`config.mk`:
```
export PLATFORM = sky130hd
export DESIGN_NAME = mirror_xlat
export DESIGN_NICKNAME = d
export VERILOG_FILES = /design/src/rtl/mxlat_pkg.sv /design/src/rtl/mx_region_dec.sv /design/src/rtl/mx_offset_calc.sv /design/src/rtl/mx_lane_pack.sv /design/src/rtl/mirror_xlat.sv
export SDC_FILE = /design/constraint.sdc
export NUM_CORES = 1
export LEC_CHECK = 0
export ABC_AREA = 0
export BUFFER_PORTS_ARGS = -buffer_cell sky130_fd_sc_hd__buf_2
export CAP_MARGIN = 20
export CORE_ASPECT_RATIO = 0.9
export CORE_UTILIZATION = 47
export DETAILED_ROUTE_END_ITERATION = 7
export PLACE_DENSITY_LB_ADDON = 0.1
export SLEW_MARGIN = 10
export SYNTH_ARGS = -nofsm -noshare
export SYNTH_HDL_FRONTEND = slang
export SYNTH_SLANG_ARGS = --single-unit
```
`constraint.sdc`:
```
create_clock -name clk -period 3.7 [get_ports clk]
set_input_delay 0.37 -clock clk [delete_from_list [all_inputs] [get_ports clk]]
set_output_delay 0.37 -clock clk [all_outputs]
set_load 0.05 [all_outputs]
```
`src/rtl/mxlat_pkg.sv`:
```
package mxlat_pkg;
  typedef enum logic [1:0] {
    RG_ROM  = 2'd0,
    RG_EXT  = 2'd1,
    RG_HIGH = 2'd2,
    RG_HOLE = 2'd3
  } mx_region_e;

  typedef enum logic [1:0] {
    SZ_BYTE = 2'd0,
    SZ_HALF = 2'd1,
    SZ_WORD = 2'd2,
    SZ_WIDE = 2'd3
  } mx_size_e;

  // number of bytes touched by a size code
  function automatic int unsigned size_bytes(logic [1:0] sz);
    case (sz)
      2'd0:    return 1;
      2'd1:    return 2;
      default: return 4;
    endcase
  endfunction
endpackage

```
`src/rtl/mx_region_dec.sv`:
```
module mx_region_dec
  import mxlat_pkg::*;
#(
  parameter int AW = 24,
  parameter logic [AW-1:0] LOW_BASE = 24'h100000
) (
  input  logic [AW-1:0] addr,
  input  logic [AW-1:0] low_end,
  input  logic [AW-1:0] high_start,
  output mx_region_e    region
);
  // priority: ROM window, external chunk, high region, otherwise hole
  function automatic mx_region_e classify(logic [AW-1:0] a, logic [AW-1:0] le,
                                          logic [AW-1:0] hs);
    if (a < LOW_BASE)    return RG_ROM;
    else if (a < le)     return RG_EXT;
    else if (a >= hs)    return RG_HIGH;
    else                 return RG_HOLE;
  endfunction

  assign region = classify(addr, low_end, high_start);
endmodule

```
`src/rtl/mx_offset_calc.sv`:
```
module mx_offset_calc
  import mxlat_pkg::*;
#(
  parameter int AW = 24,
  parameter logic [AW-1:0] LOW_BASE = 24'h100000,
  parameter int PAGE_BITS = 12,
  parameter int WIN_BITS = 10,
  parameter int MIRROR_PAGES = 2
) (
  input  logic [AW-1:0] addr,
  input  mx_region_e    region,
  input  logic [AW-1:0] rom_size,
  input  logic [AW-1:0] low_end,
  input  logic [AW-1:0] high_start,
  output logic [AW-1:0] offset,
  output logic          win_hit
);
  localparam int PN_W = AW - PAGE_BITS;
  localparam logic [PN_W-1:0] FIRST_MIRROR_PAGE = {PN_W{1'b1}} - PN_W'(MIRROR_PAGES - 1);
  localparam logic [AW-1:0] WIN_CLEAR =
    ~(((AW'(1) << PAGE_BITS) - 1) ^ ((AW'(1) << WIN_BITS) - 1));

  logic [AW-1:0] high_addr;

  // top pages keep only their first window, repeated across the page
  generate
    if (MIRROR_PAGES > 0) begin : g_mirror
      assign win_hit   = addr[AW-1:PAGE_BITS] >= FIRST_MIRROR_PAGE;
      assign high_addr = win_hit ? (addr & WIN_CLEAR) : addr;
    end else begin : g_flat
      assign win_hit   = 1'b0;
      assign high_addr = addr;
    end
  endgenerate

  function automatic logic [AW-1:0] rom_off(logic [AW-1:0] a, logic [AW-1:0] rs);
    return a & (rs - AW'(1));
  endfunction

  function automatic logic [AW-1:0] ext_off(logic [AW-1:0] a, logic [AW-1:0] rs);
    return a - LOW_BASE + rs;
  endfunction

  function automatic logic [AW-1:0] high_off(logic [AW-1:0] a, logic [AW-1:0] rs,
                                             logic [AW-1:0] le, logic [AW-1:0] hs);
    logic [AW-1:0] base;
    base = rs + (le - LOW_BASE);
    return a - hs + base;
  endfunction

  always_comb begin
    case (region)
      RG_ROM:  offset = rom_off(addr, rom_size);
      RG_EXT:  offset = ext_off(addr, rom_size);
      RG_HIGH: offset = high_off(high_addr, rom_size, low_end, high_start);
      default: offset = '0;
    endcase
  end
endmodule

```
`src/rtl/mx_lane_pack.sv`:
```
module mx_lane_pack
  import mxlat_pkg::*;
#(
  parameter int DW = 32
) (
  input  logic [1:0]      wr_size,
  input  logic            wr_fault,
  input  logic [DW-1:0]   wr_data,
  output logic [DW/8-1:0] lane_en,
  output logic [DW-1:0]   lane_data,
  input  logic [1:0]      rd_size,
  input  logic            rd_fault,
  input  logic [DW-1:0]   rd_raw,
  output logic [DW-1:0]   rd_data
);
  localparam int NB = DW / 8;

  generate
    for (genvar k = 0; k < NB; k++) begin : g_lane
      logic wr_on, rd_on;
      assign wr_on = !wr_fault && (k < size_bytes(wr_size));
      assign rd_on = !rd_fault && (k < size_bytes(rd_size));
      assign lane_en[k]           = wr_on;
      assign lane_data[8*k +: 8]  = wr_on ? wr_data[8*k +: 8] : 8'h00;
      assign rd_data[8*k +: 8]    = rd_on ? rd_raw[8*k +: 8]  : 8'h00;
    end
  endgenerate
endmodule

```
`src/rtl/mirror_xlat.sv`:
```
module mirror_xlat
  import mxlat_pkg::*;
#(
  parameter int IN_W = 32,
  parameter int AW = 24,
  parameter int DW = 32,
  parameter logic [AW-1:0] LOW_BASE = 24'h100000,
  parameter int PAGE_BITS = 12,
  parameter int WIN_BITS = 10,
  parameter int MIRROR_PAGES = 2
) (
  input  logic              clk,
  input  logic              rst_n,
  input  logic              req_valid,
  input  logic              req_write,
  input  logic [1:0]        req_size,
  input  logic [IN_W-1:0]   req_addr,
  input  logic [DW-1:0]     req_wdata,
  input  logic [AW-1:0]     cfg_rom_size,
  input  logic [AW-1:0]     cfg_low_end,
  input  logic [AW-1:0]     cfg_high_start,
  input  logic [DW-1:0]     mem_rdata,
  output logic              acc_valid,
  output logic              acc_write,
  output logic [AW-1:0]     acc_offset,
  output logic              acc_fault,
  output logic [DW/8-1:0]   acc_byte_en,
  output logic [DW-1:0]     acc_wdata,
  output logic [DW-1:0]     rsp_data
);
  localparam int NB = DW / 8;

  // named internal events for the checker
  logic [AW-1:0]   cpu_addr;
  mx_region_e      nxt_region;
  logic            nxt_fault;
  logic [AW-1:0]   nxt_offset;
  logic            nxt_win_hit;
  logic [NB-1:0]   nxt_lanes;
  logic [DW-1:0]   nxt_wdata;
  mx_region_e      acc_region;
  logic [1:0]      acc_size;

  assign cpu_addr  = req_addr[AW-1:0];
  assign nxt_fault = (nxt_region == RG_HOLE);

  mx_region_dec #(.AW(AW), .LOW_BASE(LOW_BASE)) u_dec (
    .addr       (cpu_addr),
    .low_end    (cfg_low_end),
    .high_start (cfg_high_start),
    .region     (nxt_region)
  );

  mx_offset_calc #(
    .AW(AW), .LOW_BASE(LOW_BASE), .PAGE_BITS(PAGE_BITS),
    .WIN_BITS(WIN_BITS), .MIRROR_PAGES(MIRROR_PAGES)
  ) u_off (
    .addr       (cpu_addr),
    .region     (nxt_region),
    .rom_size   (cfg_rom_size),
    .low_end    (cfg_low_end),
    .high_start (cfg_high_start),
    .offset     (nxt_offset),
    .win_hit    (nxt_win_hit)
  );

  mx_lane_pack #(.DW(DW)) u_lanes (
    .wr_size   (req_size),
    .wr_fault  (nxt_fault),
    .wr_data   (req_wdata),
    .lane_en   (nxt_lanes),
    .lane_data (nxt_wdata),
    .rd_size   (acc_size),
    .rd_fault  (acc_fault),
    .rd_raw    (mem_rdata),
    .rd_data   (rsp_data)
  );

  always_ff @(posedge clk) begin
    if (!rst_n) begin
      acc_valid   <= 1'b0;
      acc_fault   <= 1'b0;
      acc_byte_en <= '0;
      acc_write   <= 1'b0;
      acc_offset  <= '0;
      acc_wdata   <= '0;
      acc_size    <= 2'd0;
      acc_region  <= RG_ROM;
    end else begin
      acc_valid <= req_valid;
      if (req_valid) begin
        acc_write   <= req_write;
        acc_offset  <= nxt_offset;
        acc_fault   <= nxt_fault;
        acc_byte_en <= nxt_lanes;
        acc_wdata   <= nxt_wdata;
        acc_size    <= req_size;
        acc_region  <= nxt_region;
      end else begin
        acc_byte_en <= '0;
        acc_fault   <= 1'b0;
      end
    end
  end
endmodule

```
==> results of run 1 <==
[cell families (layout without fill, tap and decap cells)]
kind of cell             count (synthesis)  after routing
AO/OA/AOI/OAI                          235            235
AND/OR/NAND/NOR                        220            220
adder cells (fa/ha/maj)                189            189
buffers and inverters                  106            462
flip-flops                              65             65
XOR/XNOR                                58             58
multiplexers                             6              6
[final cells by class]
type,count,area (um2)
repair buffers,364,2110
inverters,82,308
flip-flops and latches,65,1300
multi-input cells,708,6260
well taps,207,259
clock buffers,9,225
clock inverters,7,100
fillers,1455,5740
[registers in the layout, summed over array words and instances (netlist names)]
signal / count
acc_wdata: 32
acc_fault: 1
acc_offset: 24
acc_size: 2
acc_valid: 1
acc_byte_en: 4
acc_write: 1
[metrics by stage]
step,TNS (ns),util (%),worst slack (ns)
2_1_floorplan,0,-,0.0355
3_3_place_gp,-3.67,62.2,-0.393
3_5_place_dp,-4.47,62.2,-0.483
4_1_cts,0,64.3,0.0400
5_1_grt,-0.0274,64.8,-0.0166
6_report,0,64.8,0.127
[synth_stat cells, types with 4 or more instances]
cell type | instances | share of area (%)
fa_1 | 46 | 12
a22o_1 | 50 | 5.5
o221ai_1 | 15 | 1.7
xor2_1 | 30 | 3.3
o21ai_1 | 4 | 0.25
clkbuf_1 | 13 | 0.62
o21a_1 | 7 | 0.67
o21ai_0 | 26 | 1.6
o211ai_1 | 7 | 0.67
mux2i_1 | 6 | 0.76
nor4_1 | 6 | 0.48
and2_1 | 26 | 2.1
dfxtp_1 | 65 | 16
a21oi_1 | 48 | 3.0
and3_1 | 4 | 0.32
buf_2 | 4 | 0.25
a31oi_1 | 8 | 0.63
buf_4 | 4 | 0.38
a211oi_1 | 7 | 0.67
a2111oi_0 | 4 | 0.44
nand2b_1 | 13 | 1.0
xnor2_1 | 28 | 3.1
ha_1 | 143 | 23
nor2b_1 | 19 | 1.5
inv_1 | 82 | 3.9
or2_2 | 4 | 0.32
nand2_1 | 45 | 2.1
a21o_1 | 28 | 2.7
nand3_1 | 33 | 2.1
nor2_1 | 36 | 1.7
nand4_1 | 11 | 0.87
nor3_1 | 11 | 0.70
[cell usage in the layout (no fill, tap or decap), types with 3 or more instances in the layout]
cell / instances
a2111oi_0: 3
a211oi_1: 6
a21o_1: 28
a21oi_1: 46
a21oi_2: 4
a22o_1: 50
a31oi_1: 7
and2_1: 26
and3_1: 4
buf_2: 260
buf_4: 102
clkbuf_16: 9
dfxtp_1: 65
fa_1: 45
ha_1: 142
inv_1: 82
inv_6: 3
mux2i_1: 6
nand2_1: 45
nand2b_1: 12
nand3_1: 32
nand3b_1: 3
nand4_1: 11
nor2_1: 36
nor2b_1: 18
nor3_1: 10
nor3b_1: 3
nor4_1: 5
o211ai_1: 7
o21a_1: 7
o21ai_0: 24
o21ai_1: 3
o21ai_2: 3
o221ai_1: 15
o221ai_2: 3
or2_2: 4
or3_1: 3
xnor2_1: 28
xor2_1: 30
[metal layers]
layer  GRT usage, %  wire [um]  vias up
met5              0         17        -
met4           9.80        684        2
met3           3.68       1430       36
met2           47.9      11200      277
met1           38.5      11500     3634
li1               -          -     3890
[worst max-delay path: stages]
cell     delay, ns
buf_2         0.12
fa_1          0.57
fa_1          0.43
ha_1          0.31
ha_1          0.36
o21ai_0       0.14
o21ai_2       0.16
a31o_2        0.22
a31oi_4       0.12
o31ai_2       0.28
a21oi_2       0.10
o21a_1        0.19
xnor2_1       0.12
a221o_1       0.31
[power by group through the flow]
stage / clock network, uW / logic, uW / registers, uW
4_1_cts: 962 / 2790 / 803
2_1_floorplan: 0 / 1630 / 1020
6_report: 945 / 2880 / 804
3_5_place_dp: 0 / 2750 / 818
3_3_place_gp: 0 / 2730 / 817
5_1_grt: 999 / 3160 / 810
[timing repair]
| action | 4_1_cts | 5_1_grt |
|---|---|---|
| gates resized for setup | 4 | 14 |
| setup buffers | 0 | 1 |
| hold buffers | 0 | 0 |
| setup endpoints to repair | 6 | 13 |
| pin swaps | 0 | 12 |
[path summary, 6_finish.rpt]
kind,from,endpoint,slack (ns),depth (start not counted)
worst min-delay path,req_wdata[22],acc_wdata[22],0.25,2
worst max register to register,acc_offset[16],acc_offset[16],2.80,4
worst min register to register,acc_wdata[0],acc_wdata[0],0.48,1
worst max-delay path,req_addr[3],acc_offset[20],0.13,14
==> impl_results.md, run 1 <==
- Status: finished with violations
- Failing checks: design-rule violations
- Internal power: 2610 uW
- Diode count: 0
- Post-Synth Adder-Cell Area: 34.3%
- YS warnings: 0
- Clock Pin Slew Worst Setup and Hold Paths: 0.06 ns
- Final Hold Fails: 0
- Placed cells: 1,425
- VDD IR max: 221 uV
- Asr flop ratio synth: 0%
- Top-level I/O count: 269
- Main synth FF type: dfxtp_1
- Routed vias: 7,839
- CP required: 3.92 ns
- Port bufs: 260
- Die extent in x: 139 um
- Library cells used by synthesis: 59
- Sequential Power Share: 17.4%
- Total Routing Usage GR: 28.7%
- Logic pwr share: 62.2%
- Clk sink count: 65
- Hold_ws: 0.247 ns
- Clock Path Buffers: 2
- Mapped Avg Cell Area: 8.98 um2
- Post-Synthesis Cell Area: 0.00790 mm2
- Tot Pwr: 4630 uW
- Slew Viols, Final: 0
- Die footprint: 0.0173 mm2
- Avg WL per Cell: 17.2 um
- Pin count of the biggest net entering global routing: 44
- Fin cells: 1,442
- Power share of the clock group: 20.4%
- Cells after Synth: 879
- Largest family of logic cells by synthesized area: adder cells
- Post-synth EDFFs: 0
- Starting Density: 48.5%
- CTS tree: yes
- Sequential area share after synthesis: 16.5%
- Critical Path Start Type: input port
- First-pass GRT wire length: 39,200 um
- Clock root cell: clkbuf_16
- Final worst-path cycle share: 96.6%
- Post-route cell area: 0.0106 mm2
- Share of post-route cells with drive strength above 1: 33.4%
- Vias per cell: 5.44
- #FFs+latches synth: 65
- Syn_nets: 1,242
- Switching pwr: 2020 uW
- Initial antenna violation count: 1
- Row count: 44
- Max-cap violations: 0
- Grt ovf: 0
- P&R area growth vs syn: 33.7%
- Worst Setup Path Type: in -> reg
- # setup viols final: 0
- Placed cell area: 0.0101 mm2
- Switch share: 43.6%
- Antenna-violating nets left: 0
- CP endpoint kind: flip-flop
- Synth Area in XOR/XNOR: 6.43%
- Drt initial violations: 543
- Num CTS Buffers: 9
- Post-Synth Simple-Gate Area: 14.3%
- Power per cell area: 439 mW/mm2
- Crit path max fanout: 3
- Core area: 0.0163 mm2
- Crit path time final: 3.57 ns
- Die Span Y: 125 um
- Number of global-route vias before repair: 7,535
- Fmax: 280 MHz
- Worst skew pair latency: 0.32 ns
- Leak: 0.00556 uW
- Total wire length: 24,800 um
- Synth Area in Compound Gates: 22.0%
- GPL Wtd Cong: 0.939
- Mux share of post-synthesis cell area: 0.760%
- Final nets: 1,593
- DRC Markers: 23
- Worst rel slew slack: 33.2%
- CP arrival: 3.79 ns
- Slew @ Worst Pin: 0.999 ns
- Clk_skew: 0 ns
- DP HPWL: 21,000 um
- Pre-antenna DRT Iters: 8
- Hold Path Class: in -> reg
- H-tree Lvls: 3
(Power assumes the default switching activity.)
==> run 2, diff against run 1 <==
--- a/config.mk
+++ b/config.mk
@@ -5,11 +5,11 @@
 export SDC_FILE = /design/constraint.sdc
 export NUM_CORES = 1
 export LEC_CHECK = 0
-export ABC_AREA = 0
+export ABC_AREA = 1
 export BUFFER_PORTS_ARGS = -buffer_cell sky130_fd_sc_hd__buf_2
 export CAP_MARGIN = 20
 export CORE_ASPECT_RATIO = 0.9
-export CORE_UTILIZATION = 47
+export CORE_UTILIZATION = 49
 export DETAILED_ROUTE_END_ITERATION = 7
 export PLACE_DENSITY_LB_ADDON = 0.1
 export SLEW_MARGIN = 10
==> impl_results.md, run 2 <==
- Grt ovf: 0 (unchanged)
- Multi-input gate area: 0.00698 mm2 (+12%)
- DRC Markers: 0 (-100%)
- GPL Wtd Cong: 0.936 (-0.38%)
- Worst setup path endpoint: acc_offset[20]
- Post-Synth Simple-Gate Area: 35.1% (+21 points)
- Worst Setup Path Type: in -> reg
- Crit path max fanout: 4 (+1)
- Diode count: 0 (unchanged)
- VDD IR max: 212 uV (-4.3%)
- Num CTS Buffers: 9 (unchanged)
- Die Span Y: 132 um (+6.0%)
- Leak: 0.00657 uW (+18%)
- Max reg flops: 32 (unchanged)
- Clock Path Buffers: 2 (unchanged)
- RSZ-0062 raised after global routing: false
- Avg WL per Cell: 14.4 um (-16%)
- Largest stage delay, worst path: 0.48 ns (-0.09 ns)
- Final worst-path cycle share: 90.3% (-6.3 points)
- Crit path time final: 3.34 ns (-0.232 ns)
- Final nets: 2,033 (+28%)
- Slew @ Worst Pin: 0.824 ns (-0.176 ns)
- Crit. Startpoint: cfg_high_start[6]
- Number of global-route vias before repair: 9,101 (+21%)
- Die footprint: 0.0195 mm2 (+12%)
- Top-level I/O count: 269 (unchanged)
- Critical R2R Capture: acc_write
- Power per cell area: 406 mW/mm2 (-7.4%)
- Routing usage on met1: 39.0% (+0.50 points)
- FF-to-FF Start: acc_write
- Slew Viols, Final: 0 (unchanged)
- YS warnings: 0 (unchanged)
- Most common cell in the netlist: nand2_1
- Fin util: 60.7% (-4.1 points)
- Core area: 0.0185 mm2 (+13%)
- Post-Synth Adder-Cell Area: 29.2% (-5.1 points)
- Pin count of the biggest net entering global routing: 34 (-23%)
- CP arrival: 3.61 ns (-0.18 ns)
- Antenna-violating nets left: 0 (unchanged)
- Row count: 47 (+6.8%)
- Initial antenna violation count: 0 (-1)
- Routed vias: 9,582 (+22%)
- Post-synth EDFFs: 0 (unchanged)
- First-pass GRT wire length: 45,000 um (+15%)
- Gates resized, CTS repair: 0 (-4)
- Clk sink count: 65 (unchanged)
- Drt initial violations: 659 (+21%)
- Grt met3 use: 3.24% (-0.44 points)
- Syn_nets: 1,758 (+42%)
- Worst skew pair latency: 0.32 ns (about the same)
- Vias per cell: 4.99 (-8.2%)
- R2R depth: 1 (-3)
- Cells after Synth: 1,395 (+59%)
- Total wire length: 27,600 um (+11%)
- Worst path slowest cell: fa_1
- Hold Path Class: in -> reg
- Fmax: 299 MHz (+7.0%)
- Share of the synthesized area in the top cell type: 19.3% (-3.3 points)
- Total Neg Setup Slack: 0 ns (unchanged)
- Library cells used by synthesis: 47 (-20%)
- CP endpoint kind: flip-flop
- Mux share of post-synthesis cell area: 0% (-0.76 points)
- Max-cap violations: 0 (unchanged)
- Worst reg-to-reg setup slack: 3.10 ns (+0.30 ns)
- Sequential area share after synthesis: 14.0% (-2.4 points)
- Post-Synthesis Cell Area: 0.00927 mm2 (+17%)
- Most used routing layer: met2
- Top cells by area, synth: ha_1, nand2_1, dfxtp_1, fa_1, inv_1
- Tot Pwr: 4550 uW (-1.7%)
- Asr flop ratio synth: 0% (unchanged)
- CTS tree: yes
- Fillers: 1,867 (+28%)
- Clk_skew: 0 ns (unchanged)
- Biggest area consumer among synthesized cells: ha_1
- Register area: 0.00130 mm2 (unchanged)
- Clock root cell: clkbuf_16
- Most frequent cells in the layout: nand2_1, buf_2, inv_1
- Largest registers: acc_wdata: 32 flops, acc_offset: 24 flops, acc_byte_en: 4 flops
- CP required: 3.97 ns (+0.05 ns)
- # setup viols final: 0 (unchanged)
- CTS Hold Bufs: 0 (unchanged)
- GR Util met2: 48.3% (+0.45 points)
- Largest family of logic cells by synthesized area: simple AND/OR/NAND/NOR gates
- DP HPWL: 24,000 um (+14%)
- Pre-antenna DRT Iters: 5 (-3)
- Most common cell after layout, fill and taps aside: nand2_1
- #FFs+latches synth: 65 (unchanged)
- P&R area growth vs syn: 20.9%
- Total Routing Usage GR: 28.8% (+0.094 points)
- Mapped Avg Cell Area: 6.64 um2 (-26%)
- H-tree Lvls: 3 (unchanged)
- Critical Path Start Type: input port
- Clock Pin Slew Worst Setup and Hold Paths: 0.05 ns (about the same)
- Main synth FF type: dfxtp_1
- Critical Path, Cell by Cell: buf_2, inv_1, fa_1, fa_1, ha_1, ha_1, nand2_1, inv_1, a21oi_1, o21ai_1, buf_4, nand2_1, nand2_1, nand2_1, nand2_1, nand2_1, nand2_1, o21ai_0, nand2_1, nand2_1
- Worst rel slew slack: 45.0% (+12 points)
- Die extent in x: 147 um (+6.0%)
- Final Hold Fails: 0 (unchanged)
- Setup repair bufs after CTS: 0 (unchanged)
- Largest Register: acc_wdata
- CP dominant cell by count: nand2_1
- Share of post-route cells with drive strength above 1: 21.3% (-12 points)
- Port bufs: 260 (unchanged)
- Status: complete, no violations
- Starting Density: 50.2% (+1.7 points)
- Synth Area in Compound Gates: 7.92% (-14 points)
- Top cells by instance count after synthesis: nand2_1, inv_1, ha_1, nor2_1, nand3_1
- Synth Area in XOR/XNOR: 3.12% (-3.3 points)
[run 2: changes by cell type after synthesis, moves of 24 or more]
cell / before / now
inv_1: 82 / 217
and2_1: 26 / 0
nor2_1: 36 / 115
nand3_1: 33 / 89
a22o_1: 50 / 1
nand2_1: 45 / 427
nand2_2: 1 / 26
a21o_1: 28 / 4
[run 2: worst max-delay path, delay by kind of cell]
| kind | cells | cell delay, ns |
|---|---|---|
| adder cells (fa/ha/maj) | 4 | 1.59 |
| AO/OA/AOI/OAI | 3 | 0.52 |
| buffers and inverters | 4 | 0.42 |
| AND/OR/NAND/NOR | 9 | 0.69 |
[run 2: per-stage QoR]
stage               setup WS (ns)  cells  hold WS [ns]  instance area, um2
floorplan                   0.531   1395         0.461                9270
global placement            0.114   1904         0.432               10900
detailed placement         0.0797   1904         0.434               10900
CTS                         0.399   1920         0.225               11200
global route               0.0440   1920         0.234               11200
finish                      0.359   1920         0.232               11200
[run 2: report_power, final]
group	total [uW]	switching, uW	leakage, uW	internal (uW)
clock network	852	294	0.000149	558
registers	787	26.6	0.000532	760
logic	2910	1900	0.00589	1020
[run 2: worst min-delay path by stage]
stage	startpoint	end	slack, ns	cells past startpoint
2_1_floorplan	acc_size[0]	acc_size[0]	0.46	2
3_3_place_gp	acc_wdata[4]	acc_wdata[4]	0.43	2
3_5_place_dp	acc_wdata[8]	acc_wdata[8]	0.43	2
4_1_cts	req_wdata[10]	acc_wdata[10]	0.22	3
5_1_grt	req_wdata[10]	acc_wdata[10]	0.23	3
6_report	req_wdata[10]	acc_wdata[10]	0.23	3
[run 2: kinds of logic after synthesis]
family                     after synthesis
AOI/OAI and AO/OA                      134
and+or+nand+nor                        734
DFF                                     65
adders and majority gates              189
buffers and inverters                  240
xor gates and xnor gates                33
[run 2: metal layers]
metal,routed length [um],up-vias
met5,0,-
met4,741,0
met3,1400,47
met2,12600,315
met1,12800,4245
li1,-,4975
[run 2: final cells by class]
class | instances | share of cell area (%)
multi-input combinational | 1090 | 62.3
timing repair buffer | 282 | 13.1
sequential | 65 | 11.6
inverter | 222 | 7.51
tap | 245 | 2.73
clock buffer | 12 | 2.29
clock inverter | 4 | 0.458
==> run 3, diff against run 2 <==
--- a/config.mk
+++ b/config.mk
@@ -9,7 +9,7 @@
 export BUFFER_PORTS_ARGS = -buffer_cell sky130_fd_sc_hd__buf_2
 export CAP_MARGIN = 20
 export CORE_ASPECT_RATIO = 0.9
-export CORE_UTILIZATION = 49
+export CORE_UTILIZATION = 44
 export DETAILED_ROUTE_END_ITERATION = 7
 export PLACE_DENSITY_LB_ADDON = 0.1
 export SLEW_MARGIN = 10
==> impl_results.md, run 3 (synthesized netlist as in run 2, its figures left out) <==
- Worst Setup Path Type: in -> reg
- Largest registers: acc_wdata: 32 flops, acc_offset: 24 flops, acc_byte_en: 4 flops
- CP dominant cell by count: nand2_1
- Clock Path Buffers: 2 (unchanged)
- Fillers: 2,118 (+13%)
- P&R area growth vs syn: 21.2%
- Hold_ws: 0.232 ns (+0.000240 ns)
- Total Neg Setup Slack: 0 ns (unchanged)
- Hold Path Origin: req_wdata[10]
- Gates resized, CTS repair: 0 (unchanged)
- Total wire length: 27,900 um (+1.0%)
- Num CTS Buffers: 9 (unchanged)
- Starting Density: 45.7% (-4.5 points)
- Leak: 0.00656 uW (-0.15%)
- # setup viols final: 0 (unchanged)
- Routed vias: 9,634 (+0.54%)
- Row count: 49 (+4.3%)
- CP required: 3.92 ns (-0.05 ns)
- Clk sink count: 65 (unchanged)
- Share of post-route cells with drive strength above 1: 21.1% (-0.17 points)
- Fmax: 301 MHz (+0.44%)
- Die extent in x: 155 um (+5.5%)
- R2R depth: 1 (unchanged)
- Avg WL per Cell: 14.2 um (-0.79%)
- Clock root cell: clkbuf_16
- Initial antenna violation count: 0 (unchanged)
- Grt ovf: 0 (unchanged)
- Die Span Y: 140 um (+5.4%)
- Slew Viols, Final: 0 (unchanged)
- Top-level I/O count: 269 (unchanged)
- Clk_skew: 0 ns (unchanged)
- Critical Path Start Type: input port
- Port bufs: 260 (unchanged)
- Worst reg-to-reg setup slack: 3.10 ns (about the same)
- Number of global-route vias before repair: 9,033 (-0.75%)
- FF-to-FF Start: acc_write
- Largest stage delay, worst path: 0.54 ns (+0.06 ns)
- Antenna-violating nets left: 0 (unchanged)
- Crit path time final: 3.33 ns (-0.0147 ns)
- Power per cell area: 403 mW/mm2 (-0.70%)
- Final nets: 2,032 (-0.049%)
- Worst Hold End: acc_wdata[10]
- First-pass GRT wire length: 45,100 um (+0.31%)
- Drt initial violations: 662 (+0.46%)
- Largest Register: acc_wdata
- Slew @ Worst Pin: 0.942 ns (+0.118 ns)
- Tot Pwr: 4530 uW (-0.51%)
- Clock Pin Slew Worst Setup and Hold Paths: 0.05 ns (about the same)
- Most frequent cells in the layout: nand2_1, buf_2, inv_1
- Total Routing Usage GR: 26.1% (-2.7 points)
- Final Hold Fails: 0 (unchanged)
- DP HPWL: 24,400 um (+1.5%)
- Worst skew pair latency: 0.32 ns (about the same)
- Die footprint: 0.0216 mm2 (+11%)
- Pre-antenna DRT Iters: 5 (unchanged)
- Crit path max fanout: 5 (+1)
- H-tree Lvls: 3 (unchanged)
- Setup repair bufs after CTS: 0 (unchanged)
- Worst rel slew slack: 36.7% (-8.3 points)
- Worst path slowest cell: fa_1
- CTS Hold Bufs: 0 (unchanged)
- Worst hold path depth: 3 (unchanged)
- DRC Markers: 0 (unchanged)
- Critical Path, Cell by Cell: buf_2, fa_1, fa_1, ha_1, ha_1, inv_1, fa_1, nor2_1, o21ai_0, nand2_1, nand2_1, nand2_1, nand2_1, nand2_1, nand2_1, nand3_1, nand2_1, nand2_1, nand2_1
- CTS tree: yes
- RSZ-0062 raised after global routing: false
- Max reg flops: 32 (unchanged)
- Hold Path Class: in -> reg
- Placed cell area: 0.0109 mm2 (+0.33%)
- VDD IR max: 219 uV (+3.6%)
- CP arrival: 3.55 ns (-0.06 ns)
- GPL Wtd Cong: 0.919 (-1.8%)
- Post-route cell area: 0.0112 mm2 (+0.19%)
- Core area: 0.0203 mm2 (+9.9%)
- CP endpoint kind: flip-flop
- Status: complete, no violations
- Vias per cell: 4.93 (-1.3%)
- Max-cap violations: 0 (unchanged)
- Critical R2R Capture: acc_write
- Most common cell after layout, fill and taps aside: nand2_1
- Final worst-path cycle share: 89.9% (-0.40 points)
- Pin count of the biggest net entering global routing: 57 (+68%)
-- run 3: cell count changes in the layout (fill, tap and decap cells not counted), sizes merged --
cell / delta
diode: +1
buf: -1
clkinvlp: -1
clkbuf: +1
-- run 3: power breakdown --
part           switching, uW  internal [uW]  total, uW
Combinational           1910           1010       2920
Sequential              26.2            760        786
Clock                    286            537        823
-- run 3: area by class of cell --
| cell class | instances | area (um2) | area share (%) |
|---|---|---|---|
| Multi-Input combinational cell | 1090 | 6980 | 62.2 |
| Timing Repair Buffer | 281 | 1460 | 13.0 |
| Sequential cell | 65 | 1300 | 11.6 |
| Inverter | 222 | 842 | 7.50 |
| Tap cell | 280 | 350 | 3.12 |
| Clock buffer | 13 | 250 | 2.23 |
| Clock inverter | 3 | 40.0 | 0.357 |
| Antenna cell | 1 | 2.50 | 0.0223 |
-- run 3: stage by stage --
stage / cells / util, % / setup WS, ns
2_1_floorplan: 1395 / - / 0.531
3_3_place_gp: 1938 / 53.9 / 0.108
3_5_place_dp: 1938 / 53.9 / 0.0689
4_1_cts: 1954 / 55.3 / 0.412
5_1_grt: 1954 / 55.3 / 0.105
6_report: 1955 / 55.3 / 0.374
-- run 3: how the worst max path moves through the flow --
stage | from | to | slack [ns] | cells after the start
after floorplan | req_addr[1] | acc_offset[21] | 0.53 | 18
after global placement | req_addr[1] | acc_offset[21] | 0.11 | 19
after detailed placement | req_addr[1] | acc_offset[21] | 0.07 | 19
after CTS | req_addr[1] | acc_offset[21] | 0.41 | 19
after global routing | req_addr[1] | acc_offset[21] | 0.11 | 19
final | cfg_rom_size[1] | acc_offset[21] | 0.37 | 19
-- run 3: worst max-delay path, delay by kind of cell --
kind	cells	cell delay, ns
AO/OA/AOI/OAI	1	0.10
adder cells (fa/ha/maj)	5	1.87
AND/OR/NAND/NOR	11	1.01
buffers and inverters	2	0.20
-- run 3: layer usage --
| metal | vias to the layer above | share of wire [%] | track usage (%) |
|---|---|---|---|
| met5 | - | 0 | 0 |
| met4 | 0 | 2.1 | 6.77 |
| met3 | 41 | 6.4 | 3.46 |
| met2 | 350 | 45 | 43.6 |
| met1 | 4258 | 47 | 35.3 |
| li1 | 4985 | - | - |
